==> config.mk <==
export PLATFORM = sky130hd
export DESIGN_NAME = tri_bridge_claim
export DESIGN_NICKNAME = d
export VERILOG_FILES = /design/src/rtl/tri_bridge_pkg.sv /design/src/rtl/tri_bridge_route.sv /design/src/rtl/tri_bridge_dtrack.sv /design/src/rtl/tri_bridge_claim.sv
export SDC_FILE = /design/constraint.sdc
export NUM_CORES = 1
export LEC_CHECK = 0
export BUFFER_PORTS_ARGS = -buffer_cell sky130_fd_sc_hd__buf_2
export CORE_UTILIZATION = 67
export CTS_CLUSTER_DIAMETER = 30
export CTS_CLUSTER_SIZE = 28
export DETAILED_ROUTE_END_ITERATION = 6
export GPL_ROUTABILITY_DRIVEN = 0
export MAX_ROUTING_LAYER = met4
export PLACE_DENSITY_LB_ADDON = 0.15
export SYNTH_ARGS = -nofsm -noshare
export SYNTH_HDL_FRONTEND = slang
export SYNTH_SLANG_ARGS = --single-unit
==> constraint.sdc <==
create_clock -name clk -period 8.6 [get_ports clk]
set_clock_uncertainty 0.1 [all_clocks]
set_input_delay 1.72 -clock clk [delete_from_list [all_inputs] [get_ports clk]]
set_output_delay 1.72 -clock clk [all_outputs]
set_load 0.05 [all_outputs]
==> src/rtl/tri_bridge_pkg.sv <==
package tri_bridge_pkg;
  localparam logic [1:0] P_UP   = 2'd0;
  localparam logic [1:0] P_DNA  = 2'd1;
  localparam logic [1:0] P_DNB  = 2'd2;
  localparam logic [1:0] P_NONE = 2'd3;
  localparam int unsigned N_PORTS = 3;
  localparam int unsigned N_DIRS  = 2;

  typedef struct packed {
    logic               claim;
    logic               abort;
    logic [N_PORTS-1:0] sel;
  } route_t;

  function automatic logic dir_of(input logic [1:0] src);
    return (src == P_UP) ? 1'b0 : 1'b1;
  endfunction
endpackage

==> src/rtl/tri_bridge_route.sv <==
module tri_bridge_route
  import tri_bridge_pkg::*;
(
  input  logic [1:0] src,
  input  logic [1:0] dst,
  input  logic       other_sel,
  output route_t     route
);
  always_comb begin
    route = '0;
    if (src == P_UP) begin
      if (!other_sel) begin
        if ((dst == P_DNA) || (dst == P_DNB)) route.claim = 1'b1;
        else if (dst == P_NONE)               route.abort = 1'b1;
      end
    end else if (src != P_NONE) begin
      if ((dst != P_NONE) && (dst != src)) route.claim = 1'b1;
    end
    if (route.claim) route.sel = N_PORTS'(3'b001 << src);
  end
endmodule

==> src/rtl/tri_bridge_dtrack.sv <==
module tri_bridge_dtrack #(
  parameter int unsigned ADDR_W = 32,
  parameter int unsigned CMD_W  = 4,
  parameter int unsigned DEPTH  = 4
) (
  input  logic              clk,
  input  logic              rst_n,
  input  logic              lk_valid,
  input  logic [1:0]        lk_src,
  input  logic [ADDR_W-1:0] lk_addr,
  input  logic [CMD_W-1:0]  lk_cmd,
  input  logic              cp_valid,
  input  logic [1:0]        cp_src,
  input  logic [ADDR_W-1:0] cp_addr,
  input  logic [CMD_W-1:0]  cp_cmd,
  output logic              lk_hit,
  output logic              lk_done,
  output logic              lk_alloc
);
  logic [DEPTH-1:0]  vld_q, vld_d, done_q, done_d;
  logic [DEPTH-1:0]  lk_m, cp_m, free_v, alloc_oh, load_en;
  logic [1:0]        src_q  [DEPTH];
  logic [ADDR_W-1:0] addr_q [DEPTH];
  logic [CMD_W-1:0]  cmd_q  [DEPTH];
  logic              full;

  for (genvar g = 0; g < DEPTH; g++) begin : g_ent
    assign lk_m[g] = vld_q[g] && (src_q[g] == lk_src) &&
                     (addr_q[g] == lk_addr) && (cmd_q[g] == lk_cmd);
    assign cp_m[g] = vld_q[g] && !done_q[g] && (src_q[g] == cp_src) &&
                     (addr_q[g] == cp_addr) && (cmd_q[g] == cp_cmd);
    assign load_en[g] = lk_alloc && alloc_oh[g];

    always_ff @(posedge clk) begin
      if (load_en[g]) begin
        src_q[g]  <= lk_src;
        addr_q[g] <= lk_addr;
        cmd_q[g]  <= lk_cmd;
      end
    end
  end

  assign full     = &vld_q;
  assign free_v   = ~vld_q;
  assign alloc_oh = free_v & (~free_v + DEPTH'(1));
  assign lk_hit   = |lk_m;
  assign lk_done  = |(lk_m & done_q);
  assign lk_alloc = lk_valid && !lk_hit && !full;

  always_comb begin
    vld_d  = vld_q;
    done_d = done_q;
    if (cp_valid) done_d = done_d | cp_m;
    if (lk_valid && lk_done) begin
      vld_d  = vld_d & ~(lk_m & done_q);
      done_d = done_d & ~(lk_m & done_q);
    end
    if (lk_alloc) begin
      vld_d  = vld_d | alloc_oh;
      done_d = done_d & ~alloc_oh;
    end
  end

  always_ff @(posedge clk or negedge rst_n) begin
    if (!rst_n) begin
      vld_q  <= '0;
      done_q <= '0;
    end else begin
      vld_q  <= vld_d;
      done_q <= done_d;
    end
  end
endmodule

==> src/rtl/tri_bridge_claim.sv <==
module tri_bridge_claim
  import tri_bridge_pkg::*;
#(
  parameter int unsigned ADDR_W = 32,
  parameter int unsigned CMD_W  = 4,
  parameter int unsigned DEPTH  = 4
) (
  input  logic              clk,
  input  logic              rst_n,
  input  logic              req_valid,
  input  logic [1:0]        req_src,
  input  logic [1:0]        req_dst,
  input  logic [ADDR_W-1:0] req_addr,
  input  logic [CMD_W-1:0]  req_cmd,
  input  logic              req_postable,
  input  logic              up_other_sel,
  input  logic              cpl_valid,
  input  logic [1:0]        cpl_src,
  input  logic [ADDR_W-1:0] cpl_addr,
  input  logic [CMD_W-1:0]  cpl_cmd,
  output logic              rsp_valid,
  output logic              rsp_claim,
  output logic              rsp_retry,
  output logic              rsp_abort,
  output logic [2:0]        dev_sel,
  output logic              fwd_valid,
  output logic [1:0]        fwd_port
);
  route_t            route;
  logic              req_dir, cpl_dir, delayed;
  logic [N_DIRS-1:0] hit_v, done_v, alloc_v;
  logic              hit, done, alloc;
  logic              valid_d, claim_d, retry_d, abort_d, fwd_d;
  logic [2:0]        sel_d;
  logic [1:0]        port_d;

  tri_bridge_route u_route (
    .src      (req_src),
    .dst      (req_dst),
    .other_sel(up_other_sel),
    .route    (route)
  );

  assign req_dir = dir_of(req_src);
  assign cpl_dir = dir_of(cpl_src);
  assign delayed = req_valid && route.claim && !req_postable;

  for (genvar d = 0; d < N_DIRS; d++) begin : g_dir
    tri_bridge_dtrack #(
      .ADDR_W(ADDR_W), .CMD_W(CMD_W), .DEPTH(DEPTH)
    ) u_trk (
      .clk     (clk),
      .rst_n   (rst_n),
      .lk_valid(delayed && (req_dir == 1'(d))),
      .lk_src  (req_src),
      .lk_addr (req_addr),
      .lk_cmd  (req_cmd),
      .cp_valid(cpl_valid && (cpl_dir == 1'(d))),
      .cp_src  (cpl_src),
      .cp_addr (cpl_addr),
      .cp_cmd  (cpl_cmd),
      .lk_hit  (hit_v[d]),
      .lk_done (done_v[d]),
      .lk_alloc(alloc_v[d])
    );
  end

  assign hit   = hit_v[req_dir];
  assign done  = done_v[req_dir];
  assign alloc = alloc_v[req_dir];

  always_comb begin
    valid_d = req_valid;
    claim_d = req_valid && route.claim;
    abort_d = req_valid && route.abort;
    sel_d   = req_valid ? route.sel : 3'b000;
    retry_d = delayed && !(hit && done);
    fwd_d   = claim_d && (req_postable || alloc);
    port_d  = fwd_d ? req_dst : 2'd0;
  end

  always_ff @(posedge clk or negedge rst_n) begin
    if (!rst_n) begin
      rsp_valid <= 1'b0;
      rsp_claim <= 1'b0;
      rsp_retry <= 1'b0;
      rsp_abort <= 1'b0;
      dev_sel   <= 3'b000;
      fwd_valid <= 1'b0;
      fwd_port  <= 2'd0;
    end else begin
      rsp_valid <= valid_d;
      rsp_claim <= claim_d;
      rsp_retry <= retry_d;
      rsp_abort <= abort_d;
      dev_sel   <= sel_d;
      fwd_valid <= fwd_d;
      fwd_port  <= port_d;
    end
  end
endmodule

### Word-level counts from Yosys, hierarchy flattened

Memory sizes are Yosys's and may differ from the RTL's.
Cells that the tools add are included.
W data, S select, Z words.

* add/subtract/negate cells: 2
* $lt $le $gt $ge: 1
* equality and inequality tests: 54
* shift-type cells: 1
* muxes and demuxes: 99
* bitwise operators: 22
* reduce and logical (&&, ||, !) cells: 123

Operators with widths (count)
* $eq A32 B32 Y1: 16
* $mux W32: 6
* $reduce_or A32 Y1: 6
* $logic_and A1 B1 Y1: 81
* $eq A4 B4 Y1: 16
* $mux W4: 16
* $mux W2: 26
* $mux W1: 49
* $and A4 B4 Y4: 10
* $reduce_or A4 Y1: 10
* $eq A2 B2 Y1: 16
* $not A4 Y4: 8
* $or A4 B4 Y4: 4
* $logic_not A1 Y1: 14
* $reduce_or A2 Y1: 6
* $add A4 B1 Y4 const B: 2
* $reduce_and A4 Y1: 2
* $mux W3: 2
* $eq A2 B2 Y1 const B: 2
* $logic_not A2 Y1: 2
* $ne A2 B2 Y1 const B: 2
* $shl A1 B2 Y3 const A: 1
* $eq A2 B1 Y1 const B: 1
* $logic_or A1 B1 Y1: 2
* other kinds (2): 2

* register bits: 26
* memory bits (writable): 304
* bits of input ports: 84
* output and inout bits: 10
* logic and storage cells: 319
* memories: 6

Memories
* g_dir[0].u_trk.addr_q: depth 4, bits a word 32, read ports 4, clocked after memory_dff 0, write ports 1, line tri_bridge_dtrack.sv:23 `logic [ADDR_W-1:0] addr_q [DEPTH];`
* g_dir[1].u_trk.addr_q: depth 4, bits a word 32, read ports 4, clocked after memory_dff 0, write ports 1, line tri_bridge_dtrack.sv:23
* g_dir[0].u_trk.cmd_q: depth 4, bits a word 4, read ports 4, clocked after memory_dff 0, write ports 1, line tri_bridge_dtrack.sv:24 `logic [CMD_W-1:0] cmd_q [DEPTH];`
* g_dir[1].u_trk.cmd_q: depth 4, bits a word 4, read ports 4, clocked after memory_dff 0, write ports 1, line tri_bridge_dtrack.sv:24
* g_dir[0].u_trk.src_q: depth 4, bits a word 2, read ports 4, clocked after memory_dff 0, write ports 1, line tri_bridge_dtrack.sv:22 `logic [1:0] src_q [DEPTH];`
* g_dir[1].u_trk.src_q: depth 4, bits a word 2, read ports 4, clocked after memory_dff 0, write ports 1, line tri_bridge_dtrack.sv:22

### Depth between registers and ports, before layout

Gate-level depths: netlist (run 1).

* word-level depth: 17
* depth in mapped cells: 10
* depth with buffers taken out: 8

### Modules after synthesis

A second synthesis (run 1) with hierarchy kept.

* cells, all modules: 1336
* area, all modules: 17451.7 µm²

By module, submodules not included
* tri_bridge_dtrack: times used 2, cells an instance 647, area each 8485.6 µm², seq. area each 4764.6 µm²
* tri_bridge_claim: times used 1, cells an instance 32, area each 385.4 µm², seq. area each 250.2 µm²
* tri_bridge_route: times used 1, cells an instance 10, area each 95.1 µm², seq. area each 0.0 µm²

### Worst setup path before layout (run 1)

Ideal clock, no wire load.

* path type: input -> register
* from: input port req_src[1]
* to: memory g_dir[0].u_trk.addr_q[3][0] (enable)
* setup time: 0.480 ns
* data arrival time: 5.746 ns
* data required time: 8.020 ns
* path slack: 2.274 ns
* stages on the path: 10
* path buffers: 2
* path through: buf_6 > nor4b_4 > and2_4 > a31oi_1 > clkinv_2 > nand3b_4 > a31o_1 > or2_1 > buf_6 > nor3_1

* elaborated cells on any way between the ends: 51
* classes of those cells: eq/ne: 6; mux: 17; reduce/logical: 28

RTL lines
* start: declaration: line tri_bridge_claim.sv:11 `input logic [1:0] req_src,`
* $ne A2 B2 Y1: line tri_bridge_route.sv:17 `if ((dst != P_NONE) && (dst != src)) route.claim = 1'b1;`
* $logic_and A1 B1 Y1: line tri_bridge_route.sv:17
* $mux W1: line tri_bridge_route.sv:17
* $mux W1: line tri_bridge_route.sv:16 `end else if (src != P_NONE) begin`
* $mux W1 (*): line tri_bridge_route.sv:11 `if (src == P_UP) begin`
* $logic_and A1 B1 Y1 (*)
* named net claim_d: line tri_bridge_claim.sv:33 `logic valid_d, claim_d, retry_d, abort_d, fwd_d;`
* $logic_and A1 B1 Y1 (*): line tri_bridge_claim.sv:46 `assign delayed = req_valid && route.claim && !req_postable;`
* $logic_and A1 B1 Y1 (*): line tri_bridge_claim.sv:54 `.lk_valid(delayed && (req_dir == 1'(d))),`
* $logic_and A1 B1 Y1 (*) (2 in a row): line tri_bridge_dtrack.sv:48 `assign lk_alloc = lk_valid && !lk_hit && !full;`
* $logic_and A1 B1 Y1 (*): line tri_bridge_dtrack.sv:32 `assign load_en[g] = lk_alloc && alloc_oh[g];`
* named net g_dir[0].u_trk.load_en[3]: line tri_bridge_dtrack.sv:21 `logic [DEPTH-1:0] lk_m, cp_m, free_v, alloc_oh, load_en;`
* $mux W1 (*): line tri_bridge_dtrack.sv:35 `if (load_en[g]) begin`
* $mux W1 (implied by the code) (*): line tri_bridge_dtrack.sv:37 `addr_q[g] <= lk_addr;`
* $reduce_or A32 Y1 (no line)
* $mux W2 (no line) or $mux W1 (tied branches)
* end: declaration: line tri_bridge_dtrack.sv:23

Mark *: on every way through the listed nets, which the timed path passes. The rest lies on a longest branch.

### Worst setup path after layout (run 1)

* from: input port req_src[1]
* to: memory g_dir[1].u_trk.addr_q[1][29] (enable)

* longest elaborated chain between the ends: 17
* elaborated cells on any way between the ends: 52
* classes of those cells: eq/ne: 6; mux: 18; reduce/logical: 28

RTL lines (line)
* $ne A2 B2 Y1: tri_bridge_route.sv:17
* $logic_and A1 B1 Y1: tri_bridge_route.sv:17
* $mux W1: tri_bridge_route.sv:17
* $mux W1: tri_bridge_route.sv:16
* $mux W1: tri_bridge_route.sv:11
* $logic_and A1 B1 Y1 (2 in a row): tri_bridge_claim.sv:46
* $logic_and A1 B1 Y1: tri_bridge_claim.sv:54
* $logic_and A1 B1 Y1 (*) (2 in a row): tri_bridge_dtrack.sv:48
* $logic_and A1 B1 Y1 (*): tri_bridge_dtrack.sv:32
* named net g_dir[1].u_trk.load_en[1]: tri_bridge_dtrack.sv:21
* $mux W1 (*): tri_bridge_dtrack.sv:35
* $mux W1 (implied by the code) (*): tri_bridge_dtrack.sv:37
* $reduce_or A32 Y1 (no line)
* $mux W2 (no line) or $mux W1 (tied branches) (3 in a row)
* end: declaration: tri_bridge_dtrack.sv:23

Marked as above.

==> reports/metrics.csv, run 1 <==
metric,value,unit
Crit Path Class,input pin to flop,
vias in the first global route,12900,
largest net degree at the start of global routing,39,
Worst-Margin Slew,1.21,ns
DRT Wirelength,63.3,mm
average wire per cell in the routed design,33.5,um
final setup fails,0,
Starting Density,68.4,%
startpoint types,input pin,
crit-path max cell delay,0.80,ns
Die Ht,165,um
violation count after the first detailed-route iteration,2121,
Placed Cells incl. Taps,1756,
IO Count,94,
Synth area leader,edfxtp_1,
fmax,0.189,GHz
CP max stage cell,nor3_2,
worst relative slew slack,18.6,%
DRT Pass-1 Iters,7,
final net count,1582,
mean area per synthesized cell,12.7,um^2
"Async S/R FF share, synth",7.88,%
Syn Std Cell Area,0.0178,mm^2
status,completed,
clock buffer count from CTS,73,
"Seq/Total Area, Yosys",54.9,%
die width,165,um
Seq cells post-synth,330,
Critical Path AT,5.38,ns
Vias per Instance,7.09,
CP Max Fanout,29,
Max Cap Violations,0,
"Setup Fix Bufs, Post-CTS",0,
clk root buf,clkbuf_16,
required time worst endpoint,8.71,ns
"Reg clk slew, reported paths",0.04,ns
peak supply drop,0.000213,V
Port Buffer Count,93,
most frequent cells in the layout,"xnor2_1, edfxtp_1, xor2_1",
Crit. End Element,flop,
Post-synth EDFFs,304,
hold buffers post-CTS,0,
top_reg_cell synth,edfxtp_1,
distinct cell type count after synthesis,58,
Tcrit/Tclk final,61.4,%
unrepaired setup endpoints after global routing,no,
# DRC,0,
Fin. Hold Viols,0,
post-detail-place hpwl,39.0,mm
die area,0.0272,mm^2
top post-synthesis cells by area,"edfxtp_1, xnor2_1, xor2_1",
top-area cell type share of the netlist area,51.2,%
Area Growth Syn to Fin,16.7,%
clk buf depth,3,
"Clk Latency, worst-skew pair",0.57,ns
initial antenna violation count,0,
Hold Path Class,flop to flop,
Final Slew Violations,0,
Pleak,6.90,nW
clk sinks,330,
Synth Instances,1404,
Vias,13400,
"Remaining Overflow, GRT",0,
PwrDens,241,mW/mm^2
std cell rows,59,
YS warnings,0,
antenna diode count,0,
Mapped Nets,1490,
CP Cell Sequence,"buf_2, nand2b_1, o22ai_2, nand3_2, or3_1, a211oi_2, nand4_1, nor3_2, buf_4",
Post-Layout Cell Count,1890,
layout cell share with drive strength beyond 1,14.9,%
first-pass GRT wire length,87.9,mm
area of the multi-input gates,0.00756,mm^2
Tot GR Track Use,48.9,%
cts repair resizes,0,
Tmin final,5.28,ns
Core Footprint,0.0261,mm^2
"commonest non-fill, non-tap cell in the layout",xnor2_1,
Final ANT Viol Nets,0,
CTS tree,yes,
Fillers,1524,
setup_tns,0,ns
H-tree lvl count,3,
Reg area,0.00978,mm^2
==> flip-flops by register name, summed over array words and instances (netlist names) <==
| register | cells |
|---|---|
| rsp_abort | 1 |
| dev_sel | 3 |
| rsp_valid | 1 |
| rsp_claim | 1 |
| g_dir.u_trk.addr_q | 256 |
| fwd_valid | 1 |
| fwd_port | 2 |
| g_dir.u_trk.cmd_q | 32 |
| rsp_retry | 1 |
| g_dir.u_trk.vld_q | 8 |
| g_dir.u_trk.done_q | 8 |
| g_dir.u_trk.src_q | 16 |
==> cell usage after synthesis, drive strengths merged, types with 4 or more instances <==
library cell / instances
a2111oi: 4
a211oi: 4
a21oi: 6
a31oi: 4
buf: 42
clkbuf: 39
dfrtp: 26
edfxtp: 304
inv: 31
nand2: 11
nand3: 17
nand4: 120
nand4b: 4
nor2: 29
nor3: 15
nor4: 82
o21ai: 14
o22ai: 7
o2bb2ai: 7
o31ai: 4
or4: 5
xnor2: 369
xor2: 216
==> cell type report <==
| class | count | share of cell area [%] |
|---|---|---|
| clock buffer | 89 | 9.38 |
| clock inverter | 45 | 2.16 |
| timing repair buffer | 98 | 2.42 |
| sequential | 330 | 47.1 |
| multi-input combinational | 961 | 36.4 |
| tap | 335 | 2.02 |
| inverter | 32 | 0.584 |
==> power breakdown <==
| part | total (mW) | internal [mW] | switching (mW) |
|---|---|---|---|
| registers | 1.84 | 1.80 | 0.0444 |
| clock network | 2.70 | 1.80 | 0.907 |
| logic | 0.467 | 0.138 | 0.329 |
==> cell families (layout without fill, tap and decap cells) <==
logic type	count (synthesis)	count (layout)	synth area share, %
xor gates and xnor gates	585	585	28.8
DFF	330	330	54.9
and+or+nand+nor	306	306	10.4
buffers and inverters	113	264	2.94
AOI/OAI and AO/OA	68	68	2.89
adders and majority gates	2	2	0.140
==> critical path, delay by kind of cell <==
family,cells,cell delay [ns]
compound gates,2,0.38
buf+inv,2,1.06
simple gates,5,2.19
==> through the flow <==
stage | hold slack (ns) | utilization, % | worst slack [ns] | total power [mW] | area (um^2)
2_1_floorplan | 0.399 | - | 2.27 | 2.12 | 17800
3_3_place_gp | 0.455 | 70.6 | 2.97 | 2.29 | 18400
3_5_place_dp | 0.504 | 70.6 | 2.83 | 2.30 | 18400
4_1_cts | 0.514 | 79.8 | 3.42 | 4.97 | 20800
5_1_grt | 0.551 | 79.8 | 3.07 | 5.09 | 20800
6_report | 0.516 | 79.8 | 3.32 | 5.01 | 20800
==> path summary, 6_finish.rpt <==
check / startpoint / to / slack, ns / depth (start not counted)
worst max register to register: g_dir[1].u_trk.cmd_q[2][2] / g_dir[1].u_trk.addr_q[1][29] / 4.69 / 8
worst max-delay path: req_src[1] / g_dir[1].u_trk.addr_q[1][29] / 3.32 / 9
max in group asynchronous: rst_n / g_dir[0].u_trk.done_q[2] / 6.85 / 1
worst min register to register: g_dir[0].u_trk.done_q[2] / g_dir[0].u_trk.done_q[2] / 0.52 / 2
min in group asynchronous: rst_n / g_dir[0].u_trk.vld_q[1] / 1.09 / 1
worst min-delay path: g_dir[0].u_trk.done_q[2] / g_dir[0].u_trk.done_q[2] / 0.52 / 2
==> metal layers <==
layer | vias up | share of wire, % | GRT usage, %
li1 | 5290 | - | -
met1 | 6334 | 33 | 61.7
met2 | 1401 | 40 | 66.4
met3 | 369 | 18 | 17.3
met4 | 0 | 8.5 | 31.8
met5 | - | 0 | -
Power figures use the tool's default switching activity.
==> run 2, diff against run 1 <==
CORE_UTILIZATION = 56   (was 67)
clock period = 4.8 ns   (was 8.6 ns; I/O delays follow)
==> run 2 against run 1 <==
  * Non-clock buffer count is 37 higher
  * Largest cell class unchanged
  * Highest routed layer unchanged
  * Via count fell by 1.1%
  * Cell area grew 3.1%
  * Combinational power increased by 84%
  * Largest power group unchanged
  * Critical path type unchanged
  * Count of clock-buffer cells in the layout up 2
  * Critical path depth did not move
==> reports/metrics.csv, run 2 (same netlist as run 1, synthesis figures left out) <==
metric,value,unit,change
status,completed,,
peak supply drop,0.000347,V,+63%
Vias,13200,,-1.1%
Tcrit/Tclk final,80.8,%,
startpoint types,input pin,,
Pleak,7.19,nW,+4.2%
Max Cap Violations,0,,unchanged
clk sinks,330,,unchanged
Power Internal,6.97,mW,+87%
clk root buf,clkbuf_16,,
Placed Cells incl. Taps,1854,,+5.6%
"Reg clk slew, reported paths",0.05,ns,about the same
initial antenna violation count,1,,+1
Vias per Instance,6.63,,-6.4%
Starting Density,57.6,%,-11 points
cts repair resizes,0,,unchanged
worst relative slew slack,13.9,%,-4.7 points
Largest Register,g_dir.u_trk.addr_q,,
Hold Path Class,input pin to asynchronous set/reset pin,,
largest net degree at the start of global routing,39,,unchanged
die width,180,um,+9.3%
# DRC,0,,unchanged
Core Footprint,0.0309,mm^2,+19%
CP max stage cell,a2111oi_0,,
average wire per cell in the routed design,32.5,um,-2.9%
vias in the first global route,12800,,-0.76%
"commonest non-fill, non-tap cell in the layout",xnor2_1,,
Critical Path AT,4.07,ns,-1.31 ns
CP Buf/Inv Count,4,,+2
WHS,0.309,ns,-0.207 ns
H-tree lvl count,3,,unchanged
CTS tree,yes,,
die area,0.0325,mm^2,+19%
clock share of power,56.0,%,+2.0 points
final instance area,0.0214,mm^2,+3.1%
Fillers,2141,,+40%
unrepaired setup endpoints after global routing,no,,
std cell rows,64,,+8.5%
first-pass GRT wire length,92.8,mm,+5.5%
switching part of the total,26.2,%,+0.59 points
"Core Util, Final",69.3,%,-10 points
fmax,0.258,GHz,
violation count after the first detailed-route iteration,2264,,+6.7%
DRT Pass-1 Iters,5,,-2
hold buffers post-CTS,0,,unchanged
final setup fails,0,,unchanged
"Remaining Overflow, GRT",0,,unchanged
Post-Layout Cell Count,1997,,+5.7%
Worst-Margin Slew,1.29,ns,+0.0788 ns
biggest regs,"g_dir.u_trk.addr_q (256), g_dir.u_trk.cmd_q (32), g_dir.u_trk.src_q (16)",,
"most used cell, CP",nand4_1,,
Port Buffer Count,93,,unchanged
Final ANT Viol Nets,0,,unchanged
Tot GR Track Use,41.8,%,-7.1 points
clock buffer count from CTS,79,,+8.2%
NetSw,2.47,mW,+93%
Fin. Hold Viols,0,,unchanged
Flop pwr share,34.9,%,-1.8 points
Crit. End Element,flop,,
Final Slew Violations,0,,unchanged
Placed Area,0.0188,mm^2,+2.1%
layout cell share with drive strength beyond 1,17.6,%,+2.6 points
required time worst endpoint,4.99,ns,-3.72 ns
Crit Path Class,input pin to flop,,
CP Max Fanout,28,,-3.4%
max FFs per register,256,,unchanged
setup_tns,0,ns,unchanged
PwrDens,440,mW/mm^2,+83%
IO Count,94,,unchanged
most frequent cells in the layout,"xnor2_1, edfxtp_1, xor2_1",,
"Clk Latency, worst-skew pair",0.60,ns,+0.03 ns
DRT Wirelength,65.0,mm,+2.6%
Tmin final,3.88,ns,
clk buf depth,3,,unchanged
"CP delay by family, top",compound AO/OA/AOI/OAI gates,,
Die Ht,180,um,+9.3%
"Setup Fix Bufs, Post-CTS",0,,unchanged
Area Growth Syn to Fin,20.3,%,
crit-path max cell delay,0.99,ns,+0.19 ns
CP Cell Sequence,"buf_2, inv_1, a22o_1, a2111oi_0, nand4_1, nand4_1, buf_12, nor3_4, buf_4",,
final net count,1625,,+2.7%
r2r setup slk,1.40,ns,-3.29 ns
post-detail-place hpwl,45.7,mm,+17%
Comb pwr share,9.1,%,-0.2 points
==> run 2: through the flow <==
step / total power [mW] / worst slack [ns]
6_report: 9.44 / 0.924
2_1_floorplan: 3.79 / 0.278
5_1_grt: 9.64 / 0.818
4_1_cts: 9.39 / 1.06
3_5_place_dp: 4.15 / 0.478
3_3_place_gp: 4.14 / 0.509
==> run 2: layer usage <==
layer  routed length [um]  vias to the layer above  GRT usage, %  share of wire (%)
li1                     -                     5364             -                  -
met1                24700                     6416          57.5                 38
met2                26000                     1281          54.5                 40
met3                11500                      187          17.0                 18
met4                 2710                        0          16.2                4.2
met5                    0                        -             -                  0
==> run 2: power groups by stage <==
stage	Clock (mW)	Sequential [mW]	Combinational, mW
global route	5.47	3.30	0.876
global placement	0	3.34	0.806
finish	5.28	3.30	0.859
floorplan	0	3.31	0.481
detailed placement	0	3.34	0.811
CTS	5.28	3.29	0.818
==> run 2: cell type report <==
class                   count  area [um^2]  area share, %
well taps                 396          495           2.31
repair buffers            135          793           3.70
multi-input cells         961         7580           35.4
diodes                      1         2.50         0.0117
clock buffers              91         2060           9.63
clock inverters            51          591           2.76
inverters                  32          121          0.566
flip-flops and latches    330         9780           45.6
==> run 2: worst paths after layout <==
path / to / cells after the start / startpoint
max in group asynchronous: g_dir[1].u_trk.vld_q[2] / 1 / rst_n
worst min-delay path: rsp_valid / 1 / rst_n
worst min register to register: g_dir[0].u_trk.done_q[3] / 2 / g_dir[0].u_trk.done_q[3]
worst max register to register: g_dir[1].u_trk.addr_q[2][28] / 9 / g_dir[1].u_trk.addr_q[2][27]
min in group clk: rsp_valid / 1 / req_valid
worst max-delay path: g_dir[1].u_trk.addr_q[1][31] / 9 / req_addr[25]
==> run 2: worst reg2reg max path: stages (launching register included) <==
cell and delay, ns:
edfxtp_1 0.43, xor2_1 0.34, nor4_1 0.10, nand4_1 0.11, nor4_1 0.11, a211oi_2 0.26, nand4_1 0.25, buf_12 0.23
nor2_4 0.82, buf_4 0.35
